$ cat src/rtl/tsi_pkg.sv
package tsi_pkg;

    // Crossbar radix obtained from the number of selectable paths
    function automatic int radix_of(input int paths);
        return (paths + 1) / 2;
    endfunction

    // Number of radix digits needed to index a frame
    function automatic int digits_of(input int slots, input int radix);
        int span;
        int d;
        span = 1;
        d = 0;
        while (span < slots) begin
            span = span * radix;
            d++;
        end
        return d;
    endfunction

    // Delay unit of a stage: rising powers, then mirrored
    function automatic int unit_of(input int stage, input int radix, input int digits);
        int e;
        int u;
        e = (stage < digits) ? stage : (2 * digits - 2 - stage);
        u = 1;
        for (int i = 0; i < e; i++) u = u * radix;
        return u;
    endfunction

    // Cycle at which a stage's input frame starts, relative to input slot 0
    function automatic int offset_of(input int stage, input int radix, input int digits);
        int acc;
        acc = 0;
        for (int k = 0; k < stage; k++) acc += unit_of(k, radix, digits) * (radix - 1);
        return acc;
    endfunction

endpackage

$ cat src/rtl/slot_delay_line.sv
module slot_delay_line #(
    parameter int DEPTH  = 1,
    parameter int DATA_W = 8
) (
    input  logic              clk,
    input  logic              rst_n,
    input  logic              in_valid,
    input  logic [DATA_W-1:0] in_data,
    output logic              out_valid,
    output logic [DATA_W-1:0] out_data
);

    typedef struct packed {
        logic [DEPTH-1:0]             vld;
        logic [DEPTH-1:0][DATA_W-1:0] dat;
    } line_t;

    line_t line_d, line_q;

    always_comb begin
        line_d = line_q;
        for (int i = 0; i < DEPTH - 1; i++) begin
            line_d.vld[i] = line_q.vld[i+1];
            line_d.dat[i] = line_q.dat[i+1];
        end
        line_d.vld[DEPTH-1] = in_valid;
        line_d.dat[DEPTH-1] = in_data;
    end

    always_ff @(posedge clk) begin
        if (!rst_n) line_q <= '0;
        else        line_q <= line_d;
    end

    assign out_valid = line_q.vld[0];
    assign out_data  = line_q.dat[0];

endmodule

$ cat src/rtl/slot_delay_stage.sv
module slot_delay_stage #(
    parameter int W_PATHS = 5,
    parameter int UNIT    = 1,
    parameter int DATA_W  = 8,
    parameter int SEL_W   = 3
) (
    input  logic              clk,
    input  logic              rst_n,
    input  logic              in_valid,
    input  logic [DATA_W-1:0] in_data,
    input  logic [SEL_W-1:0]  sel,
    output logic              out_valid,
    output logic [DATA_W-1:0] out_data,
    output logic              collide
);

    logic [W_PATHS-1:0]             lv;
    logic [W_PATHS-1:0][DATA_W-1:0] ld;

    for (genvar j = 0; j < W_PATHS; j++) begin : g_path
        if (j == 0) begin : g_direct
            assign lv[j] = in_valid && (sel == SEL_W'(j));
            assign ld[j] = in_data;
        end else begin : g_delayed
            slot_delay_line #(
                .DEPTH (j * UNIT),
                .DATA_W(DATA_W)
            ) u_line (
                .clk      (clk),
                .rst_n    (rst_n),
                .in_valid (in_valid && (sel == SEL_W'(j))),
                .in_data  (in_data),
                .out_valid(lv[j]),
                .out_data (ld[j])
            );
        end
    end

    // Lowest-numbered path wins the output mux
    always_comb begin
        out_data = '0;
        for (int j = W_PATHS - 1; j >= 0; j--) begin
            if (lv[j]) out_data = ld[j];
        end
        out_valid = |lv;
        collide   = (lv & (lv - 1'b1)) != '0;
    end

endmodule

$ cat src/rtl/slot_interchanger.sv
module slot_interchanger import tsi_pkg::*; #(
    parameter  int T_SLOTS  = 9,
    parameter  int W_PATHS  = 5,
    parameter  int DATA_W   = 8,
    localparam int N_RADIX  = radix_of(W_PATHS),
    localparam int M_DIG    = digits_of(T_SLOTS, N_RADIX),
    localparam int S_STAGES = 2 * M_DIG - 1,
    localparam int SEL_W    = $clog2(W_PATHS),
    localparam int SLOT_W   = $clog2(T_SLOTS),
    localparam int CFG_W    = S_STAGES * SEL_W
) (
    input  logic              clk,
    input  logic              rst_n,
    input  logic              in_valid,
    input  logic [DATA_W-1:0] in_data,
    input  logic              cfg_we,
    input  logic [SLOT_W-1:0] cfg_slot,
    input  logic [CFG_W-1:0]  cfg_sel,
    output logic              out_valid,
    output logic [DATA_W-1:0] out_data,
    output logic              collision
);

    localparam logic [SLOT_W-1:0] LAST = SLOT_W'(T_SLOTS - 1);

    typedef struct packed {
        logic [S_STAGES-1:0][SLOT_W-1:0]             slot;
        logic [T_SLOTS-1:0][CFG_W-1:0]               shadow;
        logic [S_STAGES-1:0][T_SLOTS-1:0][CFG_W-1:0] active;
    } ctl_t;

    function automatic ctl_t reset_value();
        ctl_t r;
        r = '0;
        for (int l = 0; l < S_STAGES; l++) begin
            r.slot[l] = SLOT_W'((T_SLOTS - offset_of(l, N_RADIX, M_DIG) % T_SLOTS) % T_SLOTS);
        end
        return r;
    endfunction

    localparam ctl_t CTL_RST = reset_value();

    ctl_t ctl_d, ctl_q;

    always_comb begin
        ctl_d = ctl_q;
        for (int l = 0; l < S_STAGES; l++) begin
            ctl_d.slot[l] = (ctl_q.slot[l] == LAST) ? '0 : ctl_q.slot[l] + 1'b1;
        end
        if (cfg_we && (int'(cfg_slot) < T_SLOTS)) ctl_d.shadow[cfg_slot] = cfg_sel;
        // Frame handoff: stage 0 snapshots the shadow (including this cycle's write),
        // each later stage inherits from its predecessor at its own boundary
        if (ctl_q.slot[0] == LAST) ctl_d.active[0] = ctl_d.shadow;
        for (int l = 1; l < S_STAGES; l++) begin
            if (ctl_q.slot[l] == LAST) ctl_d.active[l] = ctl_q.active[l-1];
        end
    end

    always_ff @(posedge clk) begin
        if (!rst_n) ctl_q <= CTL_RST;
        else        ctl_q <= ctl_d;
    end

    logic [S_STAGES:0]             st_v;
    logic [S_STAGES:0][DATA_W-1:0] st_d;
    logic [S_STAGES-1:0]           st_col;

    assign st_v[0] = in_valid;
    assign st_d[0] = in_data;

    for (genvar l = 0; l < S_STAGES; l++) begin : g_stage
        logic [SEL_W-1:0] sel_now;
        assign sel_now = ctl_q.active[l][ctl_q.slot[l]][l*SEL_W +: SEL_W];

        slot_delay_stage #(
            .W_PATHS(W_PATHS),
            .UNIT   (unit_of(l, N_RADIX, M_DIG)),
            .DATA_W (DATA_W),
            .SEL_W  (SEL_W)
        ) u_stage (
            .clk      (clk),
            .rst_n    (rst_n),
            .in_valid (st_v[l]),
            .in_data  (st_d[l]),
            .sel      (sel_now),
            .out_valid(st_v[l+1]),
            .out_data (st_d[l+1]),
            .collide  (st_col[l])
        );
    end

    assign out_valid = st_v[S_STAGES];
    assign out_data  = st_d[S_STAGES];
    assign collision = |st_col;

    // Observation points for the bound checker
    logic [S_STAGES-1:0][SLOT_W-1:0]  slot_now;
    logic [T_SLOTS-1:0][CFG_W-1:0]    row_first;
    logic [T_SLOTS-1:0][CFG_W-1:0]    row_last;
    assign slot_now  = ctl_q.slot;
    assign row_first = ctl_q.active[0];
    assign row_last  = ctl_q.active[S_STAGES-1];

endmodule

$ cat config.mk
export PLATFORM = sky130hd
export DESIGN_NAME = slot_interchanger
export DESIGN_NICKNAME = d
export VERILOG_FILES = /design/src/rtl/tsi_pkg.sv /design/src/rtl/slot_delay_line.sv /design/src/rtl/slot_delay_stage.sv /design/src/rtl/slot_interchanger.sv
export SDC_FILE = /design/constraint.sdc
export NUM_CORES = 1
export LEC_CHECK = 0
export ABC_CLOCK_PERIOD_IN_PS = 3000
export BUFFER_PORTS_ARGS = -buffer_cell sky130_fd_sc_hd__buf_2
export CORE_UTILIZATION = 50
export DETAILED_ROUTE_END_ITERATION = 8
export GPL_ROUTABILITY_DRIVEN = 0
export GPL_TIMING_DRIVEN = 0
export HOLD_SLACK_MARGIN = 0.02
export PLACE_DENSITY = 0.68
export REMOVE_ABC_BUFFERS = 1
export SLEW_MARGIN = 20
export SYNTH_ARGS = -nofsm -noshare
export SYNTH_HDL_FRONTEND = slang
export SYNTH_SLANG_ARGS = --single-unit
$ cat constraint.sdc
create_clock -name clk -period 3 [get_ports clk]
set_input_delay 0.3 -clock clk [delete_from_list [all_inputs] [get_ports clk]]
set_output_delay 0.3 -clock clk [all_outputs]
set_load 0.02 [all_outputs]
==> flow_metrics.env, run 1 <==
export IMPL_hold_viol=0
export IMPL_rows=66
export IMPL_worst_path_largest_cell_delay_ns=0.50
export IMPL_layout_common_cells="dfxtp_1 (459), nand2_1 (200), and2_1 (184)"
export IMPL_combPwrFrac_pct=8.3
export IMPL_cpMostUsedCell="buf_6"
export IMPL_cp_start_kind="flip-flop"
export IMPL_start_util_pct=50.9
export IMPL_rsz0062_at_grt="yes"
export IMPL_syn_area_per_cell_um2=10.5
export IMPL_first_global_vias=10800
export IMPL_seq_area_um2=9330
export IMPL_die_area_um2=33800
export IMPL_numClockSinks=465
export IMPL_slew_viol_final=0
export IMPL_finalInstanceArea_um2=19400
export IMPL_antenna_cells=0
export IMPL_grt_max_degree=169
export IMPL_p_leak_nw=7.99
export IMPL_cp_top_family="compound AO/OA/AOI/OAI gates"
export IMPL_violations="setup timing"
export IMPL_crit_type="reg -> out"
export IMPL_period_needed_ns=3.49
export IMPL_cts_buffer_depth=3
export IMPL_swShare_pct=23.1
export IMPL_synth_edf_count=0
export IMPL_grt_ovfl_total=0
export IMPL_die_w_um=184
export IMPL_fin_skew_ns=0.0150
export IMPL_cts_root_buf="clkbuf_16"
export IMPL_grt_usage_pct=20.9
export IMPL_place_area_um2=17100
export IMPL_syn2layout_area_growth_pct=17.4
export IMPL_core_um2=32500
export IMPL_crit_buf_inv=4
export IMPL_cts_max_level=2
export IMPL_path_cells="buf_6, buf_6, mux2i_4, a221oi_4, a221oi_4, buf_12, a31oi_4, o21bai_4, and2_4, or4_4, buf_6"
export IMPL_wirelength_um=34600
export IMPL_drv_cap=0
export IMPL_timing_fmax_mhz=286
export IMPL_p_seq_share_pct=49.5
export IMPL_drive_gt1_share_pct=14.1
export IMPL_yosys_area_top_type="dfxtp_1"
export IMPL_synthFlopType="dfxtp_1"
export IMPL_dieHeight_um=184
export IMPL_drt_iter0_drc=715
export IMPL_nets=1639
export IMPL_wl_per_cell_um=16.6
export IMPL_setup_viol=10
export IMPL_first_pass_iters=5
export IMPL_via_count=11000
export IMPL_multi_input_area_um2=7080
export IMPL_p_sw_mw=2.96
export IMPL_ir_worst_vdd_v=0.000481
export IMPL_end_kind="output pin"
export IMPL_whs_ns=0.162
export IMPL_synth_seq_cells=465
export IMPL_io_buffers=34
export IMPL_synth_seq_area_share_pct=56.3
export IMPL_final_common_cell="dfxtp_1"
export IMPL_max_slew_margin_pct=31.8
export IMPL_synth_cell_type_count=63
export IMPL_viasPerCell=5.29
export IMPL_synthArstFlopShare_pct=0
export IMPL_internal_power_mw=9.86
export IMPL_hp_class="in -> reg"
export IMPL_clk_latency_ns=0.56
export IMPL_synth_area_um2=16500
export IMPL_drc=0
export IMPL_period_share_pct=116
export IMPL_io_pins=35
export IMPL_cts_tree="built"
export IMPL_clkTransAtPathRegs_ns=0.06
export IMPL_synth_warnings=0
export IMPL_syn_inst=1578
export IMPL_postLayoutSetupSlackWorst_ns=-0.492
export IMPL_synth_area_leaders="dfxtp_1 (56%), and2_1 (7.0%), mux2i_1 (6.0%)"
export IMPL_num_fill_cells=2724
export IMPL_tightestPinTransition_ns=1.02
export IMPL_antenna_found_initial=0
export IMPL_worst_ep_arrival_time_ns=3.19
export IMPL_crit_required_ns=2.70
export IMPL_cts_buffers=46
export IMPL_critPathSlowestCell="or4_4"
export IMPL_cp_max_fo=5
export IMPL_status="complete, but fails checks"
export IMPL_ant_nets=0
export IMPL_hpwlAfterDp_um=19800
export IMPL_yosys_area_top_type_share_pct=56.3
export IMPL_pwr_share_clk_pct=42.2
export IMPL_grt_pass1_wl_um=56600
export IMPL_power_density_nw_per_um2=660
==> what timing repair did <==
item	in CTS	in global routing
gates cloned	2	0
hold buffers	9	0
buffers inserted	32	12
pin swaps	18	9
endpoints found under the hold margin	9	0
gates resized for setup	78	15
endpoints found under the setup margin	30	10
==> cell usage after synthesis, types with 7 or more instances <==
master,n
a21boi_0,88
a21oi_1,16
a221o_1,7
a221oi_1,14
a22oi_1,10
and2_1,184
clkbuf_1,100
dfxtp_1,465
inv_1,13
mux2i_1,99
mux4_2,10
nand2_1,202
nand2b_1,16
nand3_1,7
nand4_1,8
nor2_1,30
nor2b_1,96
nor3b_1,8
o221ai_1,15
o22a_1,81
o22ai_1,10
o31ai_1,9
==> metal layers <==
layer	part of all wire (%)	wire (um)	vias up	GRT usage, %
li1	-	-	5419	-
met4	2.0	700	0	5.97
met1	47	16300	5320	28.2
met3	3.7	1290	57	2.99
met5	0	0	-	0
met2	47	16300	197	34.7
==> area by class of cell <==
class | instances | share of cell area (%)
repair buffers | 98 | 5.10
multi-input cells | 983 | 36.5
clock inverters | 11 | 0.651
clock buffers | 64 | 6.64
flip-flops and latches | 465 | 48.0
inverters | 14 | 0.271
well taps | 442 | 2.85
==> cell families after synthesis <==
group	after synthesis	share of synthesized area (%)
simple gates	581	18.7
buf+inv	132	3.27
mux	116	7.83
xor+xnor	6	0.318
flops	465	56.3
fa+ha+maj	6	0.454
compound gates	272	13.2
==> power by group through the flow <==
stage	sequential, mW	combinational, mW	clock (mW)
floorplan	6.45	0.419	0
global placement	6.48	0.663	0
detailed placement	6.48	0.685	0
CTS	6.35	0.969	5.52
global route	6.36	1.13	5.79
finish	6.35	1.06	5.41
==> registers in the layout (all words and copies together), names as in the netlist <==
name and cells:
g_stage.u_stage.g_path.g_delayed.u_line.out_data 96, g_stage.u_stage.g_path.g_delayed.u_line.line_d 102, ctl_q 255, g_stage.u_stage.g_path.g_delayed.u_line.out_valid 12
==> worst reg2reg max path, stage by stage, from the launching register on <==
cell	delay, ns
dfxtp_4	0.38
buf_6	0.12
mux4_2	0.48
nand2b_4	0.17
a221oi_4	0.32
buf_12	0.16
buf_4	0.13
nand3_4	0.15
mux2i_4	0.27
buf_4	0.17
nand2b_1	0.14
a21boi_0	0.18
==> final timing paths <==
| path | from | endpoint | slack [ns] | cells past startpoint |
|---|---|---|---|---|
| worst max-delay path | ctl_q[324]$_SDFF_PP0_ | out_valid | -0.49 | 11 |
| worst min-delay path | cfg_sel[6] | ctl_q[285]$_SDFF_PN0_ | 0.16 | 3 |
| worst min register to register | flip-flop | flip-flop | 0.43 | 1 |
| worst max register to register | ctl_q[324]$_SDFF_PP0_ | flip-flop | 0.26 | 11 |
==> through the flow <==
| stage | util (%) | total power, mW | setup WS (ns) | cells | TNS [ns] |
|---|---|---|---|---|---|
| global placement | 51.6 | 7.14 | -6.75 | 1936 | -1129.54 |
| global route | 59.7 | 13.3 | -0.579 | 2077 | -5.17 |
| detailed placement | 52.5 | 7.17 | -1.26 | 1948 | -24.23 |
| CTS | 59.1 | 12.8 | -0.461 | 2066 | -4.08 |
| floorplan | - | 6.87 | -2.19 | 1460 | -182.22 |
| finish | 59.7 | 12.8 | -0.492 | 2077 | -4.27 |
No activity file was read; power rests on OpenSTA's default activity.
==> inputs of run 2 (changes only) <==
--- a/config.mk
+++ b/config.mk
@@ -5,15 +5,16 @@
 export SDC_FILE = /design/constraint.sdc
 export NUM_CORES = 1
 export LEC_CHECK = 0
+export ABC_AREA = 1
 export ABC_CLOCK_PERIOD_IN_PS = 3000
 export BUFFER_PORTS_ARGS = -buffer_cell sky130_fd_sc_hd__buf_2
 export CORE_UTILIZATION = 50
 export DETAILED_ROUTE_END_ITERATION = 8
 export GPL_ROUTABILITY_DRIVEN = 0
-export GPL_TIMING_DRIVEN = 0
 export HOLD_SLACK_MARGIN = 0.02
 export PLACE_DENSITY = 0.68
 export REMOVE_ABC_BUFFERS = 1
+export SKIP_LAST_GASP = 1
 export SLEW_MARGIN = 20
 export SYNTH_ARGS = -nofsm -noshare
 export SYNTH_HDL_FRONTEND = slang
==> run 2 against run 1 <==
Net effect: the run now ends clean; first-iteration DRC count is 17% higher; register-to-register slack better by 0.63 ns; core utilization is 0.13 points lower; synthesized cell count is 30% higher; non-clock buffer count is 8 lower; critical endpoint is now out_data[4].
==> flow_metrics.env, run 2 <==
export IMPL_status="completed"
export IMPL_cp_max_fo=9
export IMPL_nets=2104
export IMPL_cts_buffer_depth=3
export IMPL_crit_buf_inv=4
export IMPL_worst_ep_arrival_time_ns=2.66
export IMPL_rsz0062_at_grt="yes"
export IMPL_period_share_pct=98.8
export IMPL_synthFlopType="dfxtp_1"
export IMPL_regMostFlops="ctl_q"
export IMPL_synthArstFlopShare_pct=0
export IMPL_drt_iter0_drc=833
export IMPL_cp_top_family="simple AND/OR/NAND/NOR gates"
export IMPL_synth_cell_type_count=39
export IMPL_via_count=12700
export IMPL_power_density_nw_per_um2=679
export IMPL_fin_setup_tns_ns=0
export IMPL_p_sw_mw=2.99
export IMPL_grt_max_degree=145
export IMPL_dp_slack_ns=0.181
export IMPL_viasPerCell=4.99
export IMPL_clk_latency_ns=0.55
export IMPL_yosys_area_top_type_share_pct=55.6
export IMPL_rows=66
export IMPL_antenna_found_initial=0
export IMPL_critPathSlowestCell="dfxtp_4"
export IMPL_syn_area_per_cell_um2=8.17
export IMPL_internal_power_mw=10.2
export IMPL_grt_usage_pct=20.8
export IMPL_first_global_vias=11700
export IMPL_fin_skew_ns=0.0217
export IMPL_worst_path_largest_cell_delay_ns=0.40
export IMPL_first_pass_iters=5
export IMPL_cts_tree="built"
export IMPL_finalPower_mw=13.2
export IMPL_grt_pass1_wl_um=57800
export IMPL_ir_worst_vdd_v=0.000562
export IMPL_timing_fmax_mhz=337
export IMPL_postLayoutSetupSlackWorst_ns=0.0361
export IMPL_die_w_um=185
export IMPL_io_buffers=34
export IMPL_max_slew_margin_pct=41.1
export IMPL_end_kind="output pin"
export IMPL_antenna_cells=0
export IMPL_swShare_pct=22.6
export IMPL_cp_start_kind="flip-flop"
export IMPL_slew_viol_final=0
export IMPL_cts_buffers=47
export IMPL_period_needed_ns=2.96
export IMPL_crit_required_ns=2.70
export IMPL_final_common_cell="dfxtp_1"
export IMPL_synth_warnings=0
export IMPL_pwr_share_clk_pct=45.5
export IMPL_syn2layout_area_growth_pct=16.3
export IMPL_final_core_util_pct=59.5
export IMPL_synth_edf_count=0
export IMPL_drv_cap=0
export IMPL_wl_per_cell_um=14.1
export IMPL_yosys_area_top_type="dfxtp_1"
export IMPL_path_cells="buf_6, nand2_1, nand3_1, nand3_1, nand3_2, nand2_4, nor2_4, nand2_8, nand2_8, nand2_8, buf_12, buf_4, nand2_2, o21ai_2, nand2_1, nand2_1, buf_4"
export IMPL_p_seq_share_pct=47.8
export IMPL_netlist_top_cells_count="dfxtp_1 (465), nand2_1 (444), inv_1 (299)"
export IMPL_synth_most_common_cell="dfxtp_1"
export IMPL_synth_area_leaders="dfxtp_1 (56%), nand2_1 (10%), inv_1 (6.7%)"
export IMPL_start_util_pct=51.2
export IMPL_largest_reg_flops=255
export IMPL_synth_seq_area_share_pct=55.6
export IMPL_hp_class="in -> reg"
export IMPL_hold_viol=0
export IMPL_syn_inst=2050
export IMPL_cts_root_buf="clkbuf_16"
export IMPL_ant_nets=0
export IMPL_tightestPinTransition_ns=0.881
export IMPL_crit_type="reg -> out"
export IMPL_p_leak_nw=9.35
export IMPL_io_pins=35
export IMPL_synth_seq_cells=465
export IMPL_core_um2=32700
export IMPL_hpwlAfterDp_um=22200
export IMPL_dieHeight_um=185
export IMPL_cts_max_level=2
export IMPL_synth_area_um2=16700
export IMPL_grt_ovfl_total=0
export IMPL_wirelength_um=36000
export IMPL_setup_viol=0
export IMPL_numClockSinks=465
export IMPL_combPwrFrac_pct=6.7
export IMPL_layout_common_cells="dfxtp_1 (459), nand2_1 (436), inv_1 (298)"
export IMPL_drive_gt1_share_pct=10.6
export IMPL_drc=0
export IMPL_clkTransAtPathRegs_ns=0.06
export IMPL_die_area_um2=34200
run 2: cell types whose count changed after synthesis, moves of 81 or more:
cell,previous run,this run
a21boi_0,88,0
a21oi_1,16,110
and2_1,184,7
inv_1,13,299
nand2_1,202,444
nor2_1,30,148
nor2b_1,96,0
o21ai_0,5,141
o22a_1,81,0
run 2: path summary, 6_finish.rpt:
kind | startpoint | endpoint | slack, ns | cells past startpoint
max reg2reg | ctl_q[324]$_SDFF_PP0_ | flip-flop | 0.89 | 15
min reg2reg | flip-flop | flip-flop | 0.40 | 2
max | ctl_q[324]$_SDFF_PP0_ | out_data[4] | 0.04 | 17
min | rst_n | flip-flop | 0.13 | 3
run 2: cells by family (layout without fill, tap and decap cells):
group	after synthesis	in the layout	share of synthesized area, %
simple gates	704	705	17.1
buf+inv	425	484	9.75
fa+ha+maj	6	6	0.448
flops	465	465	55.6
compound gates	386	386	13.3
mux	60	60	3.59
xor+xnor	4	4	0.209
run 2: per-layer routing:
metal  global-route usage [%]  vias up  wire length (um)
li1                         -     6484                 -
met3                     3.48       56              1500
met4                     6.61        0               811
met1                     28.4     5938             17300
met2                     33.5      244             16400
met5                        0        -                 0
run 2: metrics by stage:
stage                     instances  hold slack (ns)  cell area (um^2)
final                          2552            0.126             19500
after CTS                      2534            0.105             19100
after floorplan                1932            0.376             16300
after global routing           2552            0.131             19500
after global placement         2433            0.392             17300
after detailed placement       2433            0.395             17300
run 2: final cells by class:
type,instances,area [um^2]
clock buffer,71,1400
clock inverter,15,234
fill,2952,13200
inverter,307,1180
multi-input combinational,1161,6050
sequential,465,9320
tap,442,553
timing repair buffer,90,738
timing repair inverter,1,5.00
run 2: worst reg2reg max path: stages, from the launching register on:
cell	delay, ns
dfxtp_4	0.40
buf_6	0.14
nand2_1	0.06
nand3_1	0.08
nand3_1	0.11
nand3_2	0.12
nand2_4	0.07
nor2_4	0.18
nand2_8	0.12
nand2_8	0.10
nand2_8	0.05
buf_12	0.15
buf_4	0.14
nand2_2	0.06
o21ai_2	0.07
and2_1	0.14
run 2: power groups by stage:
stage | logic (mW) | registers [mW] | clock network (mW)
after floorplan | 0.434 | 6.45 | 0
after global placement | 0.674 | 6.46 | 0
after detailed placement | 0.689 | 6.46 | 0
after CTS | 0.740 | 6.33 | 6.14
after global routing | 0.969 | 6.33 | 6.39
final | 0.880 | 6.33 | 6.02
run 2: what timing repair did:
item,4_1_cts,5_1_grt
resized for setup,19,62
pin swaps,2,18
hold buffers,9,0
hold endpoints to repair,9,0
gates cloned,1,2
setup buffers,5,16
setup endpoints to repair,10,10
==> inputs of run 3 (changes only) <==
--- a/config.mk
+++ b/config.mk
@@ -8,11 +8,11 @@
 export ABC_AREA = 1
 export ABC_CLOCK_PERIOD_IN_PS = 3000
 export BUFFER_PORTS_ARGS = -buffer_cell sky130_fd_sc_hd__buf_2
-export CORE_UTILIZATION = 50
+export CORE_UTILIZATION = 30
 export DETAILED_ROUTE_END_ITERATION = 8
 export GPL_ROUTABILITY_DRIVEN = 0
 export HOLD_SLACK_MARGIN = 0.02
-export PLACE_DENSITY = 0.68
+export PLACE_DENSITY = 0.46
 export REMOVE_ABC_BUFFERS = 1
 export SKIP_LAST_GASP = 1
 export SLEW_MARGIN = 20
==> run 3 against run 2 <==
Net effect: power rose by 1.4%; final cell count rose by 13%; clock skew rose by 0.0050 ns; cell area rose by 4.2%; largest cell class unchanged.
==> flow_metrics.env, run 3 (synthesis gave the netlist of run 2 again) <==
export IMPL_setup_viol=0
export IMPL_drive_gt1_share_pct=13.7
export IMPL_crit_type="reg -> out"
export IMPL_ir_worst_vdd_v=0.000513
export IMPL_dieHeight_um=238
export IMPL_hpwlAfterDp_um=25400
export IMPL_grt_usage_pct=14.6
export IMPL_numClockSinks=465
export IMPL_period_needed_ns=2.94
export IMPL_clkTransAtPathRegs_ns=0.06
export IMPL_cts_buffers=49
export IMPL_hold_viol=0
export IMPL_hp_class="in -> reg"
export IMPL_wl_per_cell_um=14.5
export IMPL_largest_reg_flops=255
export IMPL_whs_ns=0.101
export IMPL_first_global_vias=12000
export IMPL_nets=2123
export IMPL_worst_ep_arrival_time_ns=2.64
export IMPL_crit_required_ns=2.70
export IMPL_die_area_um2=56800
export IMPL_final_common_cell="dfxtp_1"
export IMPL_drc=0
export IMPL_core_um2=55100
export IMPL_max_slew_margin_pct=33.9
export IMPL_clk_latency_ns=0.60
export IMPL_seq_area_um2=9330
export IMPL_final_core_util_pct=36.8
export IMPL_viasPerCell=4.44
export IMPL_finalPower_mw=13.4
export IMPL_cp_max_fo=8
export IMPL_grt_ovfl_total=0
export IMPL_rows=86
export IMPL_multi_input_area_um2=6290
export IMPL_p_leak_nw=9.53
export IMPL_via_count=12800
export IMPL_start_util_pct=30.4
export IMPL_period_share_pct=98.1
export IMPL_tightestPinTransition_ns=0.989
export IMPL_power_density_nw_per_um2=661
export IMPL_cts_root_buf="clkbuf_16"
export IMPL_rsz0062_at_grt="yes"
export IMPL_num_fill_cells=5828
export IMPL_antenna_cells=0
export IMPL_first_pass_iters=5
export IMPL_cts_tree="built"
export IMPL_cp_start_kind="flip-flop"
export IMPL_grt_pass1_wl_um=66200
export IMPL_timing_fmax_mhz=340
export IMPL_fin_skew_ns=0.0267
export IMPL_io_buffers=34
export IMPL_end_kind="output pin"
export IMPL_drt_iter0_drc=715
export IMPL_die_w_um=238
export IMPL_wirelength_um=41800
export IMPL_status="completed"
export IMPL_antenna_found_initial=0
export IMPL_regMostFlops="ctl_q"
export IMPL_drv_cap=0
export IMPL_grt_max_degree=113
export IMPL_slew_viol_final=0
export IMPL_cts_buffer_depth=3
export IMPL_syn2layout_area_growth_pct=21.2
export IMPL_io_pins=35
export IMPL_cts_max_level=2
export IMPL_layout_common_cells="dfxtp_1 (458), nand2_1 (408), inv_1 (295)"
export IMPL_ant_nets=0
==> run 3: per-layer routing <==
| metal | global-route usage, % | up-vias | wire length (um) |
|---|---|---|---|
| li1 | - | 6544 | - |
| met1 | 21.6 | 5991 | 21700 |
| met2 | 21.8 | 177 | 17800 |
| met3 | 2.31 | 54 | 1470 |
| met4 | 4.27 | 0 | 773 |
| met5 | 0 | - | 0 |
==> run 3: power breakdown <==
group	internal [mW]	total (mW)	switching, mW	leakage, nW
Clock	3.50	6.00	2.50	0.791
Combinational	0.412	1.09	0.676	4.98
Sequential	6.27	6.33	0.0627	3.76
Total	10.2	13.4	3.24	9.53
==> run 3: worst paths after layout <==
path	cells after the start	from	slack, ns	endpoint
worst max-delay path	17	ctl_q[324]$_SDFF_PP0_	0.06	out_data[4]
worst min-delay path	3	cfg_sel[0]	0.10	ctl_q[243]$_SDFF_PN0_
worst max register to register	6	ctl_q[325]$_SDFF_PP0_	0.76	ctl_q[52]$_SDFFE_PN0P_
worst min register to register	2	flip-flop	0.40	flip-flop
==> run 3: worst max-delay path, cell delays in order, from the launching register on <==
cell and delay (ns):
dfxtp_4 0.40, buf_6 0.15, nand2_2 0.06, nand3_2 0.07, nand3_2 0.11, nand3_4 0.11
nand2_4 0.06, nor2_4 0.12, buf_6 0.13, nand2_8 0.07, nand2_8 0.12, nand2_8 0.10
nand2_8 0.11, nand2_8 0.09, clkinv_8 0.08, nand2_1 0.05, nand2_1 0.07, buf_6 0.11
==> run 3: what timing repair did <==
item | CTS | global route
gates cloned | 4 | 3
pin swaps | 10 | 43
gates resized for setup | 43 | 108
hold endpoints to repair | 9 | 0
buffers inserted | 15 | 10
setup endpoints to repair | 10 | 10
hold buffers | 9 | 0
==> run 3: metrics by stage <==
stage	cells	setup WS [ns]	TNS (ns)	area [um^2]
floorplan	1932	-0.404	-15.13	16300
global placement	2749	0.279	0	17700
detailed placement	2749	0.179	0	17700
CTS	2866	-0.00456	-0.00456	19800
global route	2878	-0.0859	-0.620	20300
finish	2878	0.0576	0	20300
==> run 3: cell type report <==
cell class,count,share of cell area [%]
Timing Repair Buffer,103,4.67
Clock buffer,78,7.37
Clock inverter,11,0.518
Tap cell,748,4.61
Inverter,307,5.87
Sequential cell,465,46.0
Multi-Input combinational cell,1166,31.0
